## src/rtl/lsq_pkg.sv

```systemverilog
package lsq_pkg;
  localparam int unsigned XLEN  = 32;
  localparam int unsigned NBYTE = XLEN / 8;
  localparam int unsigned WA_W  = XLEN - 2;
  localparam int unsigned TAG_W = 4;

  typedef struct packed {
    logic [WA_W-1:0]  waddr;
    logic [NBYTE-1:0] be;
    logic [XLEN-1:0]  data;
    logic [TAG_W-1:0] tag;
  } st_ent_t;

  function automatic logic [NBYTE-1:0] size_mask(input logic [1:0] sz);
    case (sz)
      2'd0:    size_mask = 4'b0001;
      2'd1:    size_mask = 4'b0011;
      default: size_mask = 4'b1111;
    endcase
  endfunction
endpackage

```

## src/rtl/lsq_agen.sv

```systemverilog
module lsq_agen
  import lsq_pkg::*;
#(
  parameter int unsigned OFFS_W = 16
) (
  input  logic [XLEN-1:0]   base_i,
  input  logic [OFFS_W-1:0] offs_i,
  input  logic [1:0]        size_i,
  input  logic [XLEN-1:0]   wdata_i,
  output logic [WA_W-1:0]   waddr_o,
  output logic [1:0]        lane_o,
  output logic [NBYTE-1:0]  be_o,
  output logic [XLEN-1:0]   wlane_o
);
  logic [XLEN-1:0] offs_x, ea;

  assign offs_x  = {{(XLEN-OFFS_W){offs_i[OFFS_W-1]}}, offs_i};
  assign ea      = base_i + offs_x;
  assign waddr_o = ea[XLEN-1:2];
  assign lane_o  = ea[1:0];
  assign be_o    = size_mask(size_i) << ea[1:0];
  assign wlane_o = wdata_i << {ea[1:0], 3'b000};
endmodule

```

## src/rtl/lsq_ldext.sv

```systemverilog
module lsq_ldext
  import lsq_pkg::*;
(
  input  logic [XLEN-1:0] rdata_i,
  input  logic [1:0]      lane_i,
  input  logic [1:0]      size_i,
  output logic [XLEN-1:0] data_o
);
  logic [XLEN-1:0] sh;

  assign sh = rdata_i >> {lane_i, 3'b000};

  always_comb begin
    case (size_i)
      2'd0:    data_o = {{(XLEN-8){1'b0}}, sh[7:0]};
      2'd1:    data_o = {{(XLEN-16){1'b0}}, sh[15:0]};
      default: data_o = rdata_i;
    endcase
  end
endmodule

```

## src/rtl/lsq_store_q.sv

```systemverilog
module lsq_store_q
  import lsq_pkg::*;
#(
  parameter int unsigned DEPTH = 4
) (
  input  logic             clk_i,
  input  logic             rst_ni,
  input  logic             push_i,
  input  st_ent_t          push_ent_i,
  input  logic             pop_i,
  input  logic             commit_valid_i,
  input  logic [TAG_W-1:0] commit_tag_i,
  input  logic             flush_i,
  input  logic [WA_W-1:0]  probe_waddr_i,
  input  logic [NBYTE-1:0] probe_be_i,
  output logic             hit_o,
  output st_ent_t          head_o,
  output logic             head_ready_o,
  output logic             full_o,
  output logic             empty_o
);
  localparam int unsigned PW = $clog2(DEPTH);
  localparam int unsigned CW = $clog2(DEPTH + 1);

  st_ent_t          ent_q [DEPTH];
  logic [DEPTH-1:0] cmt_q, cmt_nxt, vld;
  logic [PW-1:0]    head_q, tail;
  logic [CW-1:0]    cnt_q, kept;

  assign tail    = head_q + PW'(cnt_q);
  assign full_o  = (cnt_q == CW'(DEPTH));
  assign empty_o = (cnt_q == '0);
  assign head_o  = ent_q[head_q];

  always_comb begin
    hit_o = 1'b0;
    for (int i = 0; i < DEPTH; i++) begin
      vld[i]     = CW'(PW'(PW'(i) - head_q)) < cnt_q;
      cmt_nxt[i] = cmt_q[i] | (commit_valid_i && vld[i] && ent_q[i].tag == commit_tag_i);
      if (vld[i] && ent_q[i].waddr == probe_waddr_i && |(ent_q[i].be & probe_be_i))
        hit_o = 1'b1;
    end
  end

  // commits arrive in order, so committed entries form a prefix from head
  assign kept         = CW'($countones(cmt_nxt & vld));
  assign head_ready_o = vld[head_q] && cmt_q[head_q];

  always_ff @(posedge clk_i or negedge rst_ni) begin
    if (!rst_ni) begin
      head_q <= '0;
      cnt_q  <= '0;
      cmt_q  <= '0;
    end else begin
      cmt_q <= cmt_nxt;
      if (push_i) cmt_q[tail] <= 1'b0;
      if (pop_i)  head_q <= head_q + 1'b1;
      if (flush_i) cnt_q <= kept - CW'(pop_i);
      else         cnt_q <= cnt_q + CW'(push_i) - CW'(pop_i);
    end
  end

  always_ff @(posedge clk_i) begin
    if (push_i) ent_q[tail] <= push_ent_i;
  end

  a_r11_no_overflow: assert property (@(posedge clk_i) disable iff (!rst_ni)
    cnt_q <= CW'(DEPTH));
  a_r4_pop_committed: assert property (@(posedge clk_i) disable iff (!rst_ni)
    pop_i |-> (vld[head_q] && cmt_q[head_q]));
  a_r10_flush_shrinks: assert property (@(posedge clk_i) disable iff (!rst_ni)
    $past(flush_i) |-> cnt_q <= $past(cnt_q));
endmodule

```

## src/rtl/lsq_rename.sv

```systemverilog
module lsq_rename
  import lsq_pkg::*;
#(
  parameter int unsigned SLOTS = 4
) (
  input  logic             clk_i,
  input  logic             rst_ni,
  input  logic             alloc_i,
  input  logic [TAG_W-1:0] alloc_tag_i,
  output logic [$clog2(SLOTS)-1:0] alloc_idx_o,
  output logic             free_o,
  input  logic             fill_i,
  input  logic [$clog2(SLOTS)-1:0] fill_idx_i,
  input  logic [XLEN-1:0]  fill_data_i,
  input  logic             commit_valid_i,
  input  logic [TAG_W-1:0] commit_tag_i,
  input  logic             flush_i,
  output logic             retire_valid_o,
  output logic [TAG_W-1:0] retire_tag_o,
  output logic [XLEN-1:0]  retire_data_o
);
  localparam int unsigned IW = $clog2(SLOTS);

  logic [SLOTS-1:0] vld_q, fil_q;
  logic [TAG_W-1:0] tag_q [SLOTS];
  logic [XLEN-1:0]  dat_q [SLOTS];
  logic             hit;
  logic [IW-1:0]    hit_idx;

  assign free_o = ~&vld_q;

  always_comb begin
    alloc_idx_o = '0;
    hit         = 1'b0;
    hit_idx     = '0;
    for (int i = SLOTS - 1; i >= 0; i--) begin
      if (!vld_q[i]) alloc_idx_o = IW'(i);
      if (vld_q[i] && fil_q[i] && tag_q[i] == commit_tag_i) begin
        hit     = commit_valid_i;
        hit_idx = IW'(i);
      end
    end
  end

  always_ff @(posedge clk_i or negedge rst_ni) begin
    if (!rst_ni) begin
      vld_q          <= '0;
      fil_q          <= '0;
      retire_valid_o <= 1'b0;
      retire_tag_o   <= '0;
      retire_data_o  <= '0;
    end else begin
      retire_valid_o <= hit;
      retire_tag_o   <= commit_tag_i;
      retire_data_o  <= dat_q[hit_idx];
      if (hit) vld_q[hit_idx] <= 1'b0;
      if (alloc_i) begin
        vld_q[alloc_idx_o] <= 1'b1;
        fil_q[alloc_idx_o] <= 1'b0;
      end
      if (fill_i) fil_q[fill_idx_i] <= 1'b1;
      if (flush_i) vld_q <= '0;
    end
  end

  always_ff @(posedge clk_i) begin
    if (alloc_i) tag_q[alloc_idx_o] <= alloc_tag_i;
    if (fill_i)  dat_q[fill_idx_i]  <= fill_data_i;
  end

  a_r3_retire_after_commit: assert property (@(posedge clk_i) disable iff (!rst_ni)
    retire_valid_o |-> $past(commit_valid_i));
  a_r11_alloc_has_room: assert property (@(posedge clk_i) disable iff (!rst_ni)
    alloc_i |-> !vld_q[alloc_idx_o]);
endmodule

```

## src/rtl/lsq_commit.sv

```systemverilog
module lsq_commit
  import lsq_pkg::*;
#(
  parameter int unsigned SQ_DEPTH = 4,
  parameter int unsigned RN_SLOTS = 4,
  parameter int unsigned OFFS_W   = 16
) (
  input  logic              clk_i,
  input  logic              rst_ni,
  input  logic              issue_valid_i,
  output logic              issue_ready_o,
  input  logic [1:0]        issue_op_i,
  input  logic [1:0]        issue_size_i,
  input  logic [XLEN-1:0]   issue_base_i,
  input  logic [OFFS_W-1:0] issue_offs_i,
  input  logic [XLEN-1:0]   issue_wdata_i,
  input  logic [TAG_W-1:0]  issue_tag_i,
  input  logic              commit_valid_i,
  input  logic [TAG_W-1:0]  commit_tag_i,
  input  logic              flush_i,
  output logic              creq_valid_o,
  output logic              creq_we_o,
  output logic [WA_W-1:0]   creq_waddr_o,
  output logic [NBYTE-1:0]  creq_be_o,
  output logic [XLEN-1:0]   creq_wdata_o,
  input  logic [XLEN-1:0]   cache_rdata_i,
  output logic              retire_valid_o,
  output logic [TAG_W-1:0]  retire_tag_o,
  output logic [XLEN-1:0]   retire_data_o
);
  localparam int unsigned IW = $clog2(RN_SLOTS);

  typedef struct packed {
    logic          v;
    logic [IW-1:0] idx;
    logic [1:0]    lane;
    logic [1:0]    size;
  } ld_pipe_t;

  logic [WA_W-1:0]  ag_waddr;
  logic [1:0]       ag_lane;
  logic [NBYTE-1:0] ag_be;
  logic [XLEN-1:0]  ag_wlane, ld_data;
  logic             is_ld, is_st, is_sync, ld_busy;
  logic             sq_hit, sq_head_rdy, sq_full, sq_empty, sq_pop;
  logic             rn_free, ld_acc, st_acc;
  logic [IW-1:0]    rn_idx;
  st_ent_t          sq_head;
  ld_pipe_t         ld1_q, ld2_q;

  lsq_agen #(.OFFS_W(OFFS_W)) u_agen (
    .base_i (issue_base_i), .offs_i (issue_offs_i), .size_i (issue_size_i),
    .wdata_i(issue_wdata_i), .waddr_o(ag_waddr), .lane_o (ag_lane),
    .be_o   (ag_be), .wlane_o(ag_wlane)
  );

  assign is_ld   = (issue_op_i == 2'd0);
  assign is_st   = (issue_op_i == 2'd1);
  assign is_sync = issue_op_i[1];
  assign ld_busy = ld1_q.v | ld2_q.v;

  always_comb begin
    if (flush_i)      issue_ready_o = 1'b0;
    else if (is_sync) issue_ready_o = sq_empty && !ld_busy;
    else if (is_st)   issue_ready_o = !sq_full;
    else              issue_ready_o = rn_free && !sq_hit;
  end

  assign ld_acc = issue_valid_i && issue_ready_o && is_ld;
  assign st_acc = issue_valid_i && issue_ready_o && is_st;
  assign sq_pop = sq_head_rdy && !ld_acc;  // loads win the cache port

  lsq_store_q #(.DEPTH(SQ_DEPTH)) u_sq (
    .clk_i, .rst_ni,
    .push_i        (st_acc),
    .push_ent_i    ('{waddr: ag_waddr, be: ag_be, data: ag_wlane, tag: issue_tag_i}),
    .pop_i         (sq_pop),
    .commit_valid_i, .commit_tag_i, .flush_i,
    .probe_waddr_i (ag_waddr),
    .probe_be_i    (ag_be),
    .hit_o         (sq_hit),
    .head_o        (sq_head),
    .head_ready_o  (sq_head_rdy),
    .full_o        (sq_full),
    .empty_o       (sq_empty)
  );

  lsq_ldext u_ldext (
    .rdata_i(cache_rdata_i), .lane_i(ld2_q.lane), .size_i(ld2_q.size), .data_o(ld_data)
  );

  lsq_rename #(.SLOTS(RN_SLOTS)) u_rn (
    .clk_i, .rst_ni,
    .alloc_i       (ld_acc),
    .alloc_tag_i   (issue_tag_i),
    .alloc_idx_o   (rn_idx),
    .free_o        (rn_free),
    .fill_i        (ld2_q.v),
    .fill_idx_i    (ld2_q.idx),
    .fill_data_i   (ld_data),
    .commit_valid_i, .commit_tag_i, .flush_i,
    .retire_valid_o, .retire_tag_o, .retire_data_o
  );

  always_ff @(posedge clk_i or negedge rst_ni) begin
    if (!rst_ni) begin
      creq_valid_o <= 1'b0;
      creq_we_o    <= 1'b0;
      creq_waddr_o <= '0;
      creq_be_o    <= '0;
      creq_wdata_o <= '0;
      ld1_q        <= '0;
      ld2_q        <= '0;
    end else begin
      creq_valid_o <= ld_acc | sq_pop;
      if (ld_acc) begin
        creq_we_o    <= 1'b0;
        creq_waddr_o <= ag_waddr;
        creq_be_o    <= ag_be;
        creq_wdata_o <= '0;
      end else if (sq_pop) begin
        creq_we_o    <= 1'b1;
        creq_waddr_o <= sq_head.waddr;
        creq_be_o    <= sq_head.be;
        creq_wdata_o <= sq_head.data;
      end
      ld1_q <= '{v: ld_acc, idx: rn_idx, lane: ag_lane, size: issue_size_i};
      ld2_q <= ld1_q;
      if (flush_i) begin
        ld1_q.v <= 1'b0;
        ld2_q.v <= 1'b0;
      end
    end
  end

  a_r2_load_request_next: assert property (@(posedge clk_i) disable iff (!rst_ni)
    ld_acc |=> (creq_valid_o && !creq_we_o));
  a_r5_be_nonzero: assert property (@(posedge clk_i) disable iff (!rst_ni)
    creq_valid_o |-> (creq_be_o != '0));
endmodule

```

## config.mk

```make
export PLATFORM = sky130hd
export DESIGN_NAME = lsq_commit
export DESIGN_NICKNAME = d
export VERILOG_FILES = /design/src/rtl/lsq_pkg.sv /design/src/rtl/lsq_agen.sv /design/src/rtl/lsq_ldext.sv /design/src/rtl/lsq_store_q.sv /design/src/rtl/lsq_rename.sv /design/src/rtl/lsq_commit.sv
export SDC_FILE = /design/constraint.sdc
export NUM_CORES = 1
export LEC_CHECK = 0
export ABC_AREA = 1
export BUFFER_PORTS_ARGS = -buffer_cell sky130_fd_sc_hd__buf_2
export CORE_ASPECT_RATIO = 0.7
export CORE_MARGIN = 2
export CORE_UTILIZATION = 62
export CTS_BUF_LIST = sky130_fd_sc_hd__clkbuf_2 sky130_fd_sc_hd__clkbuf_4 sky130_fd_sc_hd__clkbuf_8
export DETAILED_ROUTE_END_ITERATION = 8
export HOLD_SLACK_MARGIN = 0.03
export PLACE_DENSITY = 0.89
export SLEW_MARGIN = 40
export SYNTH_ARGS = -nofsm -noshare
export SYNTH_HDL_FRONTEND = slang
export SYNTH_HIERARCHICAL = 1
export SYNTH_SLANG_ARGS = --single-unit
```

## constraint.sdc

```tcl
create_clock -name clk_i -period 8.81 [get_ports clk_i]
set_input_delay 1.762 -clock clk_i [delete_from_list [all_inputs] [get_ports clk_i]]
set_output_delay 1.762 -clock clk_i [all_outputs]
set_load 0.05 [all_outputs]
```

==> results.json <==
{
  "synthesis.nets": 3030,
  "synth_cells": 2855,
  "slowest_delay_ns": 0.96,
  "cp_common_cell": "nor2_1",
  "fin_ws_ns": 1.50,
  "clock_path_buffers": 3,
  "p_leak_nw": 13.7,
  "post-route-period-util_pct": 83.0,
  "combPwrFrac_pct": 36.9,
  "cts_tree": "done",
  "cts_setup_buffers": 0,
  "dieArea_mm2": 0.0453,
  "row_count": 63,
  "avgSynthCellArea_um2": 9.47,
  "status": "finished, final reports clean",
  "routed_via_density": 6.08,
  "drive_above_1_share_pct": 15.0,
  "ant_nets": 0,
  "grt_max_degree": 102,
  "grt.overflow.total": 0,
  "pin_count": 235,
  "gp_congestion": 1.01,
  "worstSetupPathType": "input pin to output pin",
  "area_growth_pct": 13.4,
  "nNetsFinal": 3275,
  "finish.instance_area_mm2": 0.0307,
  "internal-power_mw": 5.21,
  "hold_viol_final": 0,
  "numCtsBuffers": 83,
  "period_minus_slack_ns": 7.31,
  "tightest_slew_ns": 0.903,
  "final_max_slew_viol_count": 0,
  "ir_worst_vdd_mv": 0.247,
  "seqPwrFrac_pct": 37.6,
  "drc_errors": 0,
  "hp-class": "flip-flop to flip-flop",
  "setup_violations": 0,
  "clk_pin_slew_ns": 0.06,
  "wl_um": 79100,
  "power_density_mw_per_mm2": 286,
  "slew_headroom_pct": 39.8,
  "critPathLaunchType": "input pin",
  "grt_pass1_vias": 21462,
  "dr.pass1.iters": 6,
  "cts_resized": 0,
  "cts_hold_buf": 0,
  "netSwitchingFraction_pct": 40.7,
  "crit_slowest_cell": "fa_1",
  "die_x_um": 254,
  "max_freq_mhz": 137,
  "place_area_mm2": 0.0288,
  "crit_chain": "buf_2, ha_1, inv_1, fa_1, inv_2, nand2_1, o21ai_1, nand2_1, o21ai_0, nor2_1, nor2_1, nand3_1, nor2_1, nor2_1, nand2_1, o21ai_1, nand3_1, nor2_4, buf_2",
  "final_core_util_pct": 71.9,
  "finClkSkew_ns": 0.0299,
  "crit_family": "simple AND/OR/NAND/NOR gates",
  "cp-end-kind": "output pin",
  "power.switching_mw": 3.57,
  "initial_utilization_pct": 63.4,
  "arrival_ns": 5.55,
  "dp_hpwl_um": 52400,
  "grt_util_all_layers_pct": 34.8,
  "htree_levels": 3,
  "antenna_found_initial": 1,
  "core_area_mm2": 0.0426,
  "crit_fanout": 23,
  "dp_slack_ns": 1.46,
  "grt_pass1_wl_um": 119000,
  "drt_iter0_drc": 3566,
  "avgRoutedWirePerCell_um": 21.0,
  "vias": 22830,
  "yosys_warnings": 6,
  "cts_sinks": 560,
  "synthesis.area_mm2": 0.0270,
  "maxCapViolations": 0,
  "rsz0062_at_grt": "false",
  "worstPathRequired_ns": 7.05,
  "p_clk_share_pct": 25.5,
  "cp_num_buf_inv": 4,
  "clk_latency_ns": 0.68,
  "die-height_um": 179,
  "io_buffers": 234,
  "cts-root-buf": "clkbuf_8",
  "fillers": 2959
}
==> stage by stage <==
stage          cells  TNS [ns]  hold slack (ns)  power [mW]
2_1_floorplan   2855   -355.50            0.331        5.48
6_report        3757         0            0.343        8.78
3_3_place_gp    3595         0            0.332        6.33
4_1_cts         3754         0            0.350        8.68
3_5_place_dp    3598         0            0.337        6.45
5_1_grt         3756         0            0.361        9.12
==> path summary, 6_finish.rpt <==
kind	endpoint	slack [ns]	start	cells after the start
min in group asynchronous	creq_waddr_o[11]	1.12	rst_ni	1
setup reg to reg	u_sq/cnt_q[2]	3.51	u_sq/head_q[1]	29
setup / recovery	issue_ready_o	1.50	issue_base_i[0]	19
hold reg to reg	ld2_q[0]	0.34	ld1_q[0]	0
hold / removal	ld2_q[0]	0.34	ld1_q[0]	0
max in group asynchronous	ld2_q[2]	6.46	rst_ni	2
==> layout by cell type (no fill, tap or decap), types with 13 or more instances in the layout <==
cell and count:
a21oi_1 36, a22oi_1 62, buf_2 233, buf_4 24, clkbuf_4 32, clkbuf_8 97
dfrtp_1 134, edfxtp_1 424, ha_1 42, inv_1 327, inv_2 13, nand2_1 823
nand3_1 362, nand4_1 78, nor2_1 188, nor3_1 13, o21ai_0 76, o22ai_1 18
xnor2_1 40, xor2_1 28
==> power groups by stage <==
stage          clock, mW  combinational (mW)  sequential (mW)
3_5_place_dp           0                3.11             3.34
5_1_grt             2.36                3.44             3.32
2_1_floorplan          0                1.68             3.80
6_report            2.24                3.24             3.30
4_1_cts             2.25                3.13             3.30
3_3_place_gp           0                2.99             3.34
==> flip-flops by register name, summed over array words and instances, names as in the netlist, 7 cells and up <==
signal / cells
u_rn/dat_q: 128
u_sq/ent_q: 280
ld1_q: 7
creq_waddr_o: 30
u_rn/tag_q: 16
creq_wdata_o: 32
u_rn/retire_data_o: 32
ld2_q: 7
==> metal layers <==
layer  GRT usage (%)  routed length, µm  vias up
li1                -                  -    10074
met1            50.3              30400    10703
met2            51.1              34400     1838
met3            9.48              11900      215
met4            12.1               2310        0
met5               0                  0        -
==> worst reg2reg max path, delay by kind of cell (launching register included) <==
family | cells | cell delay, ns
buf+inv | 6 | 1.20
compound gates | 1 | 0.09
fa+ha+maj | 5 | 1.64
xor+xnor | 1 | 0.20
flops | 1 | 0.38
simple gates | 16 | 1.66
==> final cells by class <==
type | count | area (µm²) | area share (%)
antenna | 1 | 2.50 | 0.00816
clock buffer | 129 | 1580 | 5.14
clock inverter | 27 | 218 | 0.710
inverter | 340 | 1280 | 4.16
multi-input combinational | 1845 | 9170 | 29.9
sequential | 560 | 16100 | 52.6
tap | 585 | 732 | 2.39
timing repair buffer | 270 | 1550 | 5.05
Note: power is estimated with default switching activity, not from simulation.
